`src/rtl/ts_pkg.sv`:
```
package ts_pkg;

    typedef enum logic [1:0] {
        ST_IDLE = 2'd0,
        ST_LEAD = 2'd1,
        ST_STOP = 2'd2,
        ST_ADDR = 2'd3
    } seq_state_t;

    // cycles block stays high: lead + stop + address bits
    function automatic int frame_cycles(input int aw);
        return aw + 2;
    endfunction

endpackage

```
`src/rtl/ts_prio.sv`:
```
module ts_prio #(
    parameter int NCH = 32,
    localparam int AW = $clog2(NCH)
) (
    input  logic [NCH-1:0] req,
    output logic [AW-1:0]  idx,
    output logic           any
);
    // ascending scan: the last (highest) set bit wins
    always_comb begin
        idx = '0;
        for (int i = 0; i < NCH; i++) begin
            if (req[i]) idx = AW'(i);
        end
    end

    assign any = |req;

endmodule

```
`src/rtl/ts_arm.sv`:
```
module ts_arm #(
    parameter int NCH = 32
) (
    input  logic           clk,
    input  logic           rst,
    input  logic [NCH-1:0] trig,
    input  logic           hold,
    output logic [NCH-1:0] armed
);
    for (genvar g = 0; g < NCH; g++) begin : g_ch
        always_ff @(posedge clk) begin
            if (rst)           armed[g] <= 1'b0;
            else if (!trig[g]) armed[g] <= 1'b1;
            else if (hold)     armed[g] <= 1'b0;
        end
    end

endmodule

```
`src/rtl/ts_seq.sv`:
```
module ts_seq
    import ts_pkg::*;
#(
    parameter int AW = 5,
    localparam int CW = $clog2(AW) + 1
) (
    input  logic          clk,
    input  logic          rst,
    input  logic          hit,
    input  logic [AW-1:0] addr_in,
    output logic          busy,
    output logic          frame_bit
);
    seq_state_t    state;
    logic [AW-1:0] addr_sh;
    logic [CW-1:0] cnt;

    always_ff @(posedge clk) begin
        if (rst) begin
            state   <= ST_IDLE;
            addr_sh <= '0;
            cnt     <= '0;
        end else begin
            unique case (state)
                ST_IDLE: if (hit) begin
                    addr_sh <= addr_in;
                    state   <= ST_LEAD;
                end
                ST_LEAD: state <= ST_STOP;
                ST_STOP: begin
                    cnt   <= '0;
                    state <= ST_ADDR;
                end
                ST_ADDR: begin
                    addr_sh <= addr_sh >> 1;
                    cnt     <= cnt + 1'b1;
                    if (cnt == CW'(AW - 1)) state <= ST_IDLE;
                end
                default: state <= ST_IDLE;
            endcase
        end
    end

    always_comb begin
        unique case (state)
            ST_LEAD: frame_bit = 1'b1;
            ST_ADDR: frame_bit = addr_sh[0];
            default: frame_bit = 1'b0;
        endcase
    end

    assign busy = (state != ST_IDLE);

endmodule

```
`src/rtl/trig_serializer.sv`:
```
module trig_serializer #(
    parameter int NCH = 32,
    localparam int AW = $clog2(NCH)
) (
    input  logic           clk,
    input  logic           rst,
    input  logic [NCH-1:0] trig_i,
    output logic           ser_o,
    output logic           block_o
);
    logic [NCH-1:0] armed;
    logic [NCH-1:0] live;
    logic [AW-1:0]  win_idx;
    logic           any_live;
    logic           busy;
    logic           frame_bit;

    ts_arm #(.NCH(NCH)) u_arm (
        .clk   (clk),
        .rst   (rst),
        .trig  (trig_i),
        .hold  (busy),
        .armed (armed)
    );

    assign live = trig_i & armed & {NCH{~busy}};

    ts_prio #(.NCH(NCH)) u_prio (
        .req (live),
        .idx (win_idx),
        .any (any_live)
    );

    ts_seq #(.AW(AW)) u_seq (
        .clk       (clk),
        .rst       (rst),
        .hit       (any_live),
        .addr_in   (win_idx),
        .busy      (busy),
        .frame_bit (frame_bit)
    );

    // output OR: unclocked event edge while idle, framed bits while busy
    assign ser_o   = busy ? frame_bit : any_live;
    assign block_o = busy;

endmodule

```
`config.mk`:
```
export PLATFORM = sky130hd
export DESIGN_NAME = trig_serializer
export DESIGN_NICKNAME = d
export VERILOG_FILES = /design/src/rtl/ts_pkg.sv /design/src/rtl/ts_prio.sv /design/src/rtl/ts_arm.sv /design/src/rtl/ts_seq.sv /design/src/rtl/trig_serializer.sv
export SDC_FILE = /design/constraint.sdc
export NUM_CORES = 1
export LEC_CHECK = 0
export BUFFER_PORTS_ARGS = -buffer_cell sky130_fd_sc_hd__buf_4
export CAP_MARGIN = 20
export CELL_PAD_IN_SITES_DETAIL_PLACEMENT = 0
export CELL_PAD_IN_SITES_GLOBAL_PLACEMENT = 1
export CORE_ASPECT_RATIO = 0.8
export CORE_UTILIZATION = 37
export DETAILED_ROUTE_END_ITERATION = 10
export PLACE_DENSITY_LB_ADDON = 0.1
export SLEW_MARGIN = 10
export SYNTH_ARGS = -nofsm -noshare
export SYNTH_HDL_FRONTEND = slang
export SYNTH_SLANG_ARGS = --single-unit
```
`constraint.sdc`:
```
create_clock -name clk -period 2.2 [get_ports clk]
set_input_delay 0 -clock clk [delete_from_list [all_inputs] [get_ports clk]]
set_output_delay 0 -clock clk [all_outputs]
set_load 0.05 [all_outputs]
```
==> metrics.md, run 1 <==
| Metric | Value |
|---|---|
| Status | finished clean |
| Port-buffer cells | 35 |
| Peak supply drop | 367 µV |
| Top FF cell, synth | dfxtp_1 |
| Area leader, netlist | dfxtp_1 |
| Post-synth EDFFs | 0 |
| Chip width | a little under 90 µm |
| Gp weighted congestion | about 0.75 |
| PwrDens | ~950 mW/mm² |
| Top post-synthesis cells by area | dfxtp_1 (39%), a21oi_1 (9.9%), nand2_1 (8.3%), a22oi_1 (4.4%), ha_1 (4.0%) |
| Initial DRC count | slightly below 80 |
| DPL Wire Length | ~3.8 mm |
| Pin slew with the least headroom to its limit | 0.504 ns |
| Max-cap viol count | 0 |
| Antenna diodes | 0 |
| CP required | 2.20 ns |
| CTS tree | built |
| Clock sink count | 43 |
| Yosys warns | 0 |
| Pleak | roughly 1.2 nW |
| Final Hold Viols | 0 |
| Seq cells post-synth | 43 |
| Total GRT Usage | 0.191 |
| Post-Place Cells | approximately 380 |
| Post-Syn Area | approximately 0.0022 mm² |
| Synth top cells by count | nand2_1 (49), a21oi_1 (44), dfxtp_1 (43) |
| Ys async rst share | 0 |
| CP endpoint kind | primary output |
| Iteration count of the initial detailed-routing pass | 5 |
| DRC viols | 0 |
| Core Rows | 24 |
| Slew Limit Fails | 0 |
| Proportion of netlist area held by the largest area contributor | 0.389 |
| GRT Residual Overflow | 0 |
| Drt wl/cell | about 14 µm |
| Die height | about 71 µm |
| Io pins | 36 |
| Core ar. | approximately 0.0056 mm² |
| Core Util, Final | 0.540 |
| Crit share post-route | 0.968 |
| Vias in the first global route | 2032 |
| WL final | a little under 6 mm |
| Clk slew on worst S/H paths | about 0.080 ns |
| Nets | 383 |
| H-tree Lvls | 2 |
| Crit path DAT | roughly 2.1 ns |
| Largest net degree at the start of global routing | 53 |
| Count leader, synth | nand2_1 |
| WS Path Type | input port to primary output |
| Seq/Total Area, Yosys | 0.389 |
| Startpoint Class | input port |
| Final setup viols | 0 |
| Vias | around 2300 |
| Final Skew | 0.00552 ns |
| Final min period | about 2.1 ns |
| Max clock buf depth | 2 |
| Die Area | 0.00630 mm² |
| ANT nets after route | 0 |
| Post-synth cell types | 47 |
| Post-synthesis area per instance | about 8 µm² |
| Post-Syn Instances | around 270 |
| Max frequency | 469 MHz |
| CTS Buf Count | 5 |
| Clk Latency, worst-skew pair | approximately 0.3 ns |
| Synth Net Count | 313 |
| Fin cells | 419 |
| Hold WC Path Type | input port to flop |
| Root Driver | clkbuf_8 |
| CP max FO | 6 |
| Area grow syn2layout | 36.8% |
| Via density | between 5 and 6 |
| Setup TNS | 0 ns |
| Share of cells above drive strength 1 | 0.173 |
| Antenna violations before repair | 0 |
| Fill cells | between 500 and 600 |
| Initial core utilization | 0.394 |
| First-pass GRT wire length | approximately 9.4 mm |
| Relative slew slack | 0.664 |
-- cells in the final DEF (no fill, tap or decap), drive strengths merged, types with 3 or more instances in the layout --
cell	synthesis	final
a221oi	3	3
a21oi	44	44
nor2	9	9
dlygate4sd3	0	32
o21a	3	3
nand2b	4	4
a31oi	3	3
and2	4	4
mux2i	3	3
dfxtp	43	43
inv	7	7
o21ai	9	9
nand2	49	49
a22oi	13	13
buf	4	45
nor3	3	3
a22o	9	9
ha	7	7
clkbuf	11	7
a41oi	3	3
nand3	8	8
-- critical path, stage by stage --
cell and delay [ns]:
dlygate4sd3_1 0.53, buf_4 0.14, a22oi_1 0.34, a41oi_1 0.27
nor3b_2 0.29, and2_1 0.17, buf_4 0.14, nor2_1 0.05
buf_4 0.19
-- power by group --
part	internal, mW	switching, mW	total [mW]
registers	0.900	0.0869	0.987
clock network	0.212	0.267	0.479
logic	0.633	0.791	1.42
-- cell type report --
cell class | instances | area (µm²) | share of cell area
sequential | 43 | 861 | 0.284
timing repair buffer | 78 | 696 | 0.230
multi-input combinational | 207 | 1270 | 0.421
inverter | 7 | 28.8 | 0.00950
clock buffer | 6 | 72.6 | 0.0239
tap | 78 | 97.6 | 0.0322
-- sequential cells by signal, summed over array words and instances, names as in the netlist --
signal / cells
u_arm.armed: 32
u_seq.addr_sh: 5
u_seq.cnt: 4
u_seq.state: 2
-- logic make-up after synthesis --
group | share of synthesized area
compound gates | 0.327
simple gates | 0.186
flops | 0.389
buf+inv | 0.0452
fa+ha+maj | 0.0395
mux | 0.0136
-- layer usage --
layer,vias to the layer above,global-route usage,part of all wire
li1,1155,-,-
met1,1052,0.277,0.51
met2,48,0.283,0.44
met3,8,0.0385,0.039
met4,0,0.0591,0.013
met5,-,0,0
-- path summary, 6_finish.rpt --
kind	slack (ns)	startpoint	cells past startpoint	end
max	0.07	trig_i[25]	9	ser_o
min	0.16	rst	2	u_seq.cnt[1]$_SDFFE_PP0P_
max reg2reg	0.08	u_seq.state[0]$_SDFFE_PP0P_	8	u_seq.addr_sh[1]$_SDFFE_PP0P_
min reg2reg	0.46	u_arm.armed[18]$_SDFFE_PP0P_	2	u_arm.armed[18]$_SDFFE_PP0P_
-- metrics by stage --
stage	hold slack (ns)	worst slack [ns]	instance area, µm²	power (mW)
global route	0.179	-0.0177	3030	3.09
floorplan	0.0918	0.0108	2210	1.89
detailed placement	0.190	0.0573	2580	2.25
finish	0.156	0.0698	3030	2.89
CTS	0.151	0.00577	2970	2.78
global placement	0.187	0.113	2580	2.25
-- timing repair --
action,4_1_cts,5_1_grt
hold buffers,32,0
resized for setup,0,3
endpoints found under the setup margin,0,2
buffers inserted,0,2
hold endpoints to repair,32,0
Note: power is estimated with default switching activity, not from simulation.
==> run 2, diff against run 1 <==
CORE_UTILIZATION = 39   (was 37)
SYNTH_HIERARCHICAL = 1   (was default)
==> run 2 against run 1 <==
The run now ends with setup timing left. Cell count rose by 12%. First-iteration DRC count fell by 17%. Clock power rose by 16%. Via count rose by 1.0%. Count of clock-buffer cells in the layout rose by 2.
==> metrics.md, run 2 <==
| Metric | Value |
|---|---|
| Status | finished with violations |
| Violated checks | setup timing |
| Dpl ws | -0.630 ns (-0.688 ns) |
| Vias in the first global route | 2218 (+9.2%) |
| ANT nets after route | 0 (unchanged) |
| Peak supply drop | 508 µV (+38%) |
| Area leader, netlist | dfxtp_1 |
| Largest stage delay on the critical path | 0.54 ns (about the same) |
| CTS Buf Count | 5 (unchanged) |
| Final Hold Viols | 0 (unchanged) |
| Max clock buf depth | 2 (unchanged) |
| Area grow syn2layout | 56.5% |
| Final worst-path setup slack | -0.643 ns (-0.713 ns) |
| Top flop regs | u_arm/armed x32, u_seq/addr_sh x5, u_seq/cnt x4 |
| Slew Limit Fails | 0 (unchanged) |
| Clk Latency, worst-skew pair | 0.29 ns (about the same) |
| Multi-input logic area | 0.00151 mm² (+18%) |
| Seq/Total Area, Yosys | 0.362 (-0.0270) |
| Most frequent cells in the layout | buf_4 (87), dfxtp_1 (41), a21oi_1 (39), nand2b_1 (35) |
| Ys async rst share | 0 (unchanged) |
| Drt wl/cell | 12.7 µm (-8.8%) |
| Proportion of netlist area held by the largest area contributor | 0.362 (-0.0270) |
| RSZ-0062 raised after global routing | true |
| Worst-path cell chain | inv_2, ha_4, clkinvlp_4, buf_6, and3b_2, or4_4, or4_4, mux2_4, buf_8 |
| PwrDens | 1140 mW/mm² (+19%) |
| Post-synth EDFFs | 0 (unchanged) |
| Core ar. | 0.00591 mm² (+5.3%) |
| Reg with most FFs | u_arm/armed |
| Fill cells | 519 (-8.9%) |
| Total GRT Usage | 0.201 (+0.0102) |
| Gp weighted congestion | 0.773 (+3.0%) |
| Via density | 4.86 (-9.9%) |
| Die height | 71.9 µm (+0.94%) |
| Count leader, synth | dfxtp_1 |
| WS Path Type | flop to primary output |
| Seq cells post-synth | 43 (unchanged) |
| Startpoint Class | flop |
| Hold WC Path Type | input port to flop |
| Max frequency | 352 MHz (-25%) |
| Initial DRC count | 64 (-17%) |
| Initial core utilization | 0.403 (+0.00815) |
| Chip width | 89.3 µm (+0.95%) |
| Most used cell, CP | or4_4 |
| CP endpoint kind | primary output |
| Largest net degree at the start of global routing | 45 (-15%) |
| Post-Place Cells | 413 (+9.3%) |
| Root Driver | clkbuf_8 |
| DRC viols | 0 (unchanged) |
| Yosys warns | 6 (+6) |
| Pin slew with the least headroom to its limit | 0.492 ns (-0.0122 ns) |
| DPL Wire Length | 3.76 mm (-0.39%) |
| Post-Syn Instances | 266 (-2.2%) |
| Post-synth cell types | 44 (-6.4%) |
| Io pins | 36 (unchanged) |
| Fin cells | 470 (+12%) |
| Vias | 2286 (+1.0%) |
| Die Area | 0.00642 mm² (+1.9%) |
| Clock sink count | 43 (unchanged) |
| Max FFs per register | 32 (unchanged) |
| Core Rows | 25 (+4.2%) |
| CTS tree | built |
| Most common cell after layout, fill and taps aside | buf_4 |
| CP max-delay cell | or4_4 |
| H-tree Lvls | 2 (unchanged) |
| Port-buffer cells | 35 (unchanged) |
| Max-cap viol count | 0 (unchanged) |
| Pleak | 1.68 nW (+39%) |
| Synth top cells by count | dfxtp_1 (43), a21oi_1 (41), nand2b_1 (35) |
| FF+latch area | 863 µm² (+0.29%) |
| CP required | 2.20 ns (about the same) |
| Crit share post-route | 1.29 (+0.324) |
| Top post-synthesis cells by area | dfxtp_1 (36%), and3b_2 (13%), nand2b_1 (9.2%), a21oi_1 (8.6%), nor2_1 (3.6%) |
| Top FF cell, synth | dfxtp_1 |
| Iteration count of the initial detailed-routing pass | 4 (-1) |
| Clk slew on worst S/H paths | 0.08 ns (about the same) |
| WL final | 5.99 mm (+2.3%) |
| GRT Residual Overflow | 0 (unchanged) |
| Crit path DAT | 2.84 ns (+0.71 ns) |
| Post-Syn Area | 0.00238 mm² (+7.5%) |
| Antenna violations before repair | 0 (unchanged) |
| Share of cells above drive strength 1 | 0.419 (+0.246) |
| Relative slew slack | 0.672 (+0.00816) |
| Post-synthesis area per instance | 8.95 µm² (+9.9%) |
| Final min period | 2.84 ns (+0.713 ns) |
| Final setup viols | 8 (+8) |
| CP max FO | 6 (unchanged) |
| Antenna diodes | 0 (unchanged) |
| First-pass GRT wire length | 10.1 mm (+7.3%) |
| Final Skew | 0.00503 ns (-0.000499 ns) |
| Nets | 428 (+12%) |
| Synth Net Count | 306 (-2.2%) |
## run 2: path summary, 6_finish.rpt
path                                                    from                             to  slack [ns]  cells after the start
worst max-delay path             u_seq/state[1]$_SDFFE_PP0P_                          ser_o       -0.64                      9
worst min-delay path                                     rst      u_seq/cnt[1]$_SDFFE_PP0P_        0.15                      2
worst max register to register   u_seq/state[1]$_SDFFE_PP0P_  u_seq/addr_sh[0]$_SDFFE_PP0P_       -0.61                     11
worst min register to register  u_arm/armed[16]$_SDFFE_PP0P_   u_arm/armed[16]$_SDFFE_PP0P_        0.47                      2
## run 2: what timing repair did
action / in CTS / in global routing
buffers inserted: 9 / 4
endpoints found under the hold margin: 32 / 0
gates resized for setup: 13 / 4
pin swaps: 6 / 1
setup endpoints to repair: 8 / 8
hold buffers: 32 / 0
gates cloned: 3 / 1
## run 2: kinds of logic after synthesis
kind of cell	count (synthesis)	synth area share
DFF	43	0.362
adders and majority gates	6	0.0315
buffers and inverters	23	0.0457
AOI/OAI and AO/OA	65	0.170
and+or+nand+nor	120	0.350
muxes	9	0.0405
## run 2: layout make-up
class	count	share of cell area
Clock buffer	8	0.0269
Multi-Input combinational cell	201	0.405
Timing Repair Buffer	126	0.297
Inverter	11	0.0121
Sequential cell	43	0.232
Tap cell	81	0.0272
## run 2: power breakdown
part	internal [mW]	switching, mW	leakage, nW
Clock	0.287	0.271	0.0515
Sequential	0.912	0.0714	0.359
Combinational	1.57	1.13	1.27
Total	2.77	1.47	1.68
## run 2: worst max-delay path: cells and delay by family, from the launching register on
kind | cells | cell delay [ns]
adder cells (fa/ha/maj) | 1 | 0.16
buffers and inverters | 4 | 0.48
flip-flops | 1 | 0.34
multiplexers | 1 | 0.30
AND/OR/NAND/NOR | 3 | 1.27
## run 2: metrics by stage
stage / instance area (µm²) / hold slack, ns / util / setup TNS (ns) / total power, mW
after global routing: 3720 / 0.177 / 0.630 / -5.69 / 4.53
after detailed placement: 3050 / 0.186 / 0.515 / -4.45 / 3.03
after CTS: 3660 / 0.149 / 0.620 / -4.46 / 4.16
after global placement: 3050 / 0.180 / 0.515 / -4.02 / 3.02
after floorplan: 2430 / 0.0691 / - / -5.00 / 2.41
final: 3720 / 0.147 / 0.630 / -4.72 / 4.24
## run 2: routing by layer
| layer | routed length [µm] | track usage | share of wire | vias to the layer above |
|---|---|---|---|---|
| li1 | - | - | - | 1190 |
| met1 | 3080 | 0.285 | 0.51 | 1057 |
| met2 | 2680 | 0.317 | 0.45 | 37 |
| met3 | 203 | 0.0392 | 0.034 | 2 |
| met4 | 27 | 0.0423 | 0.0045 | 0 |
| met5 | 0 | 0 | 0 | - |
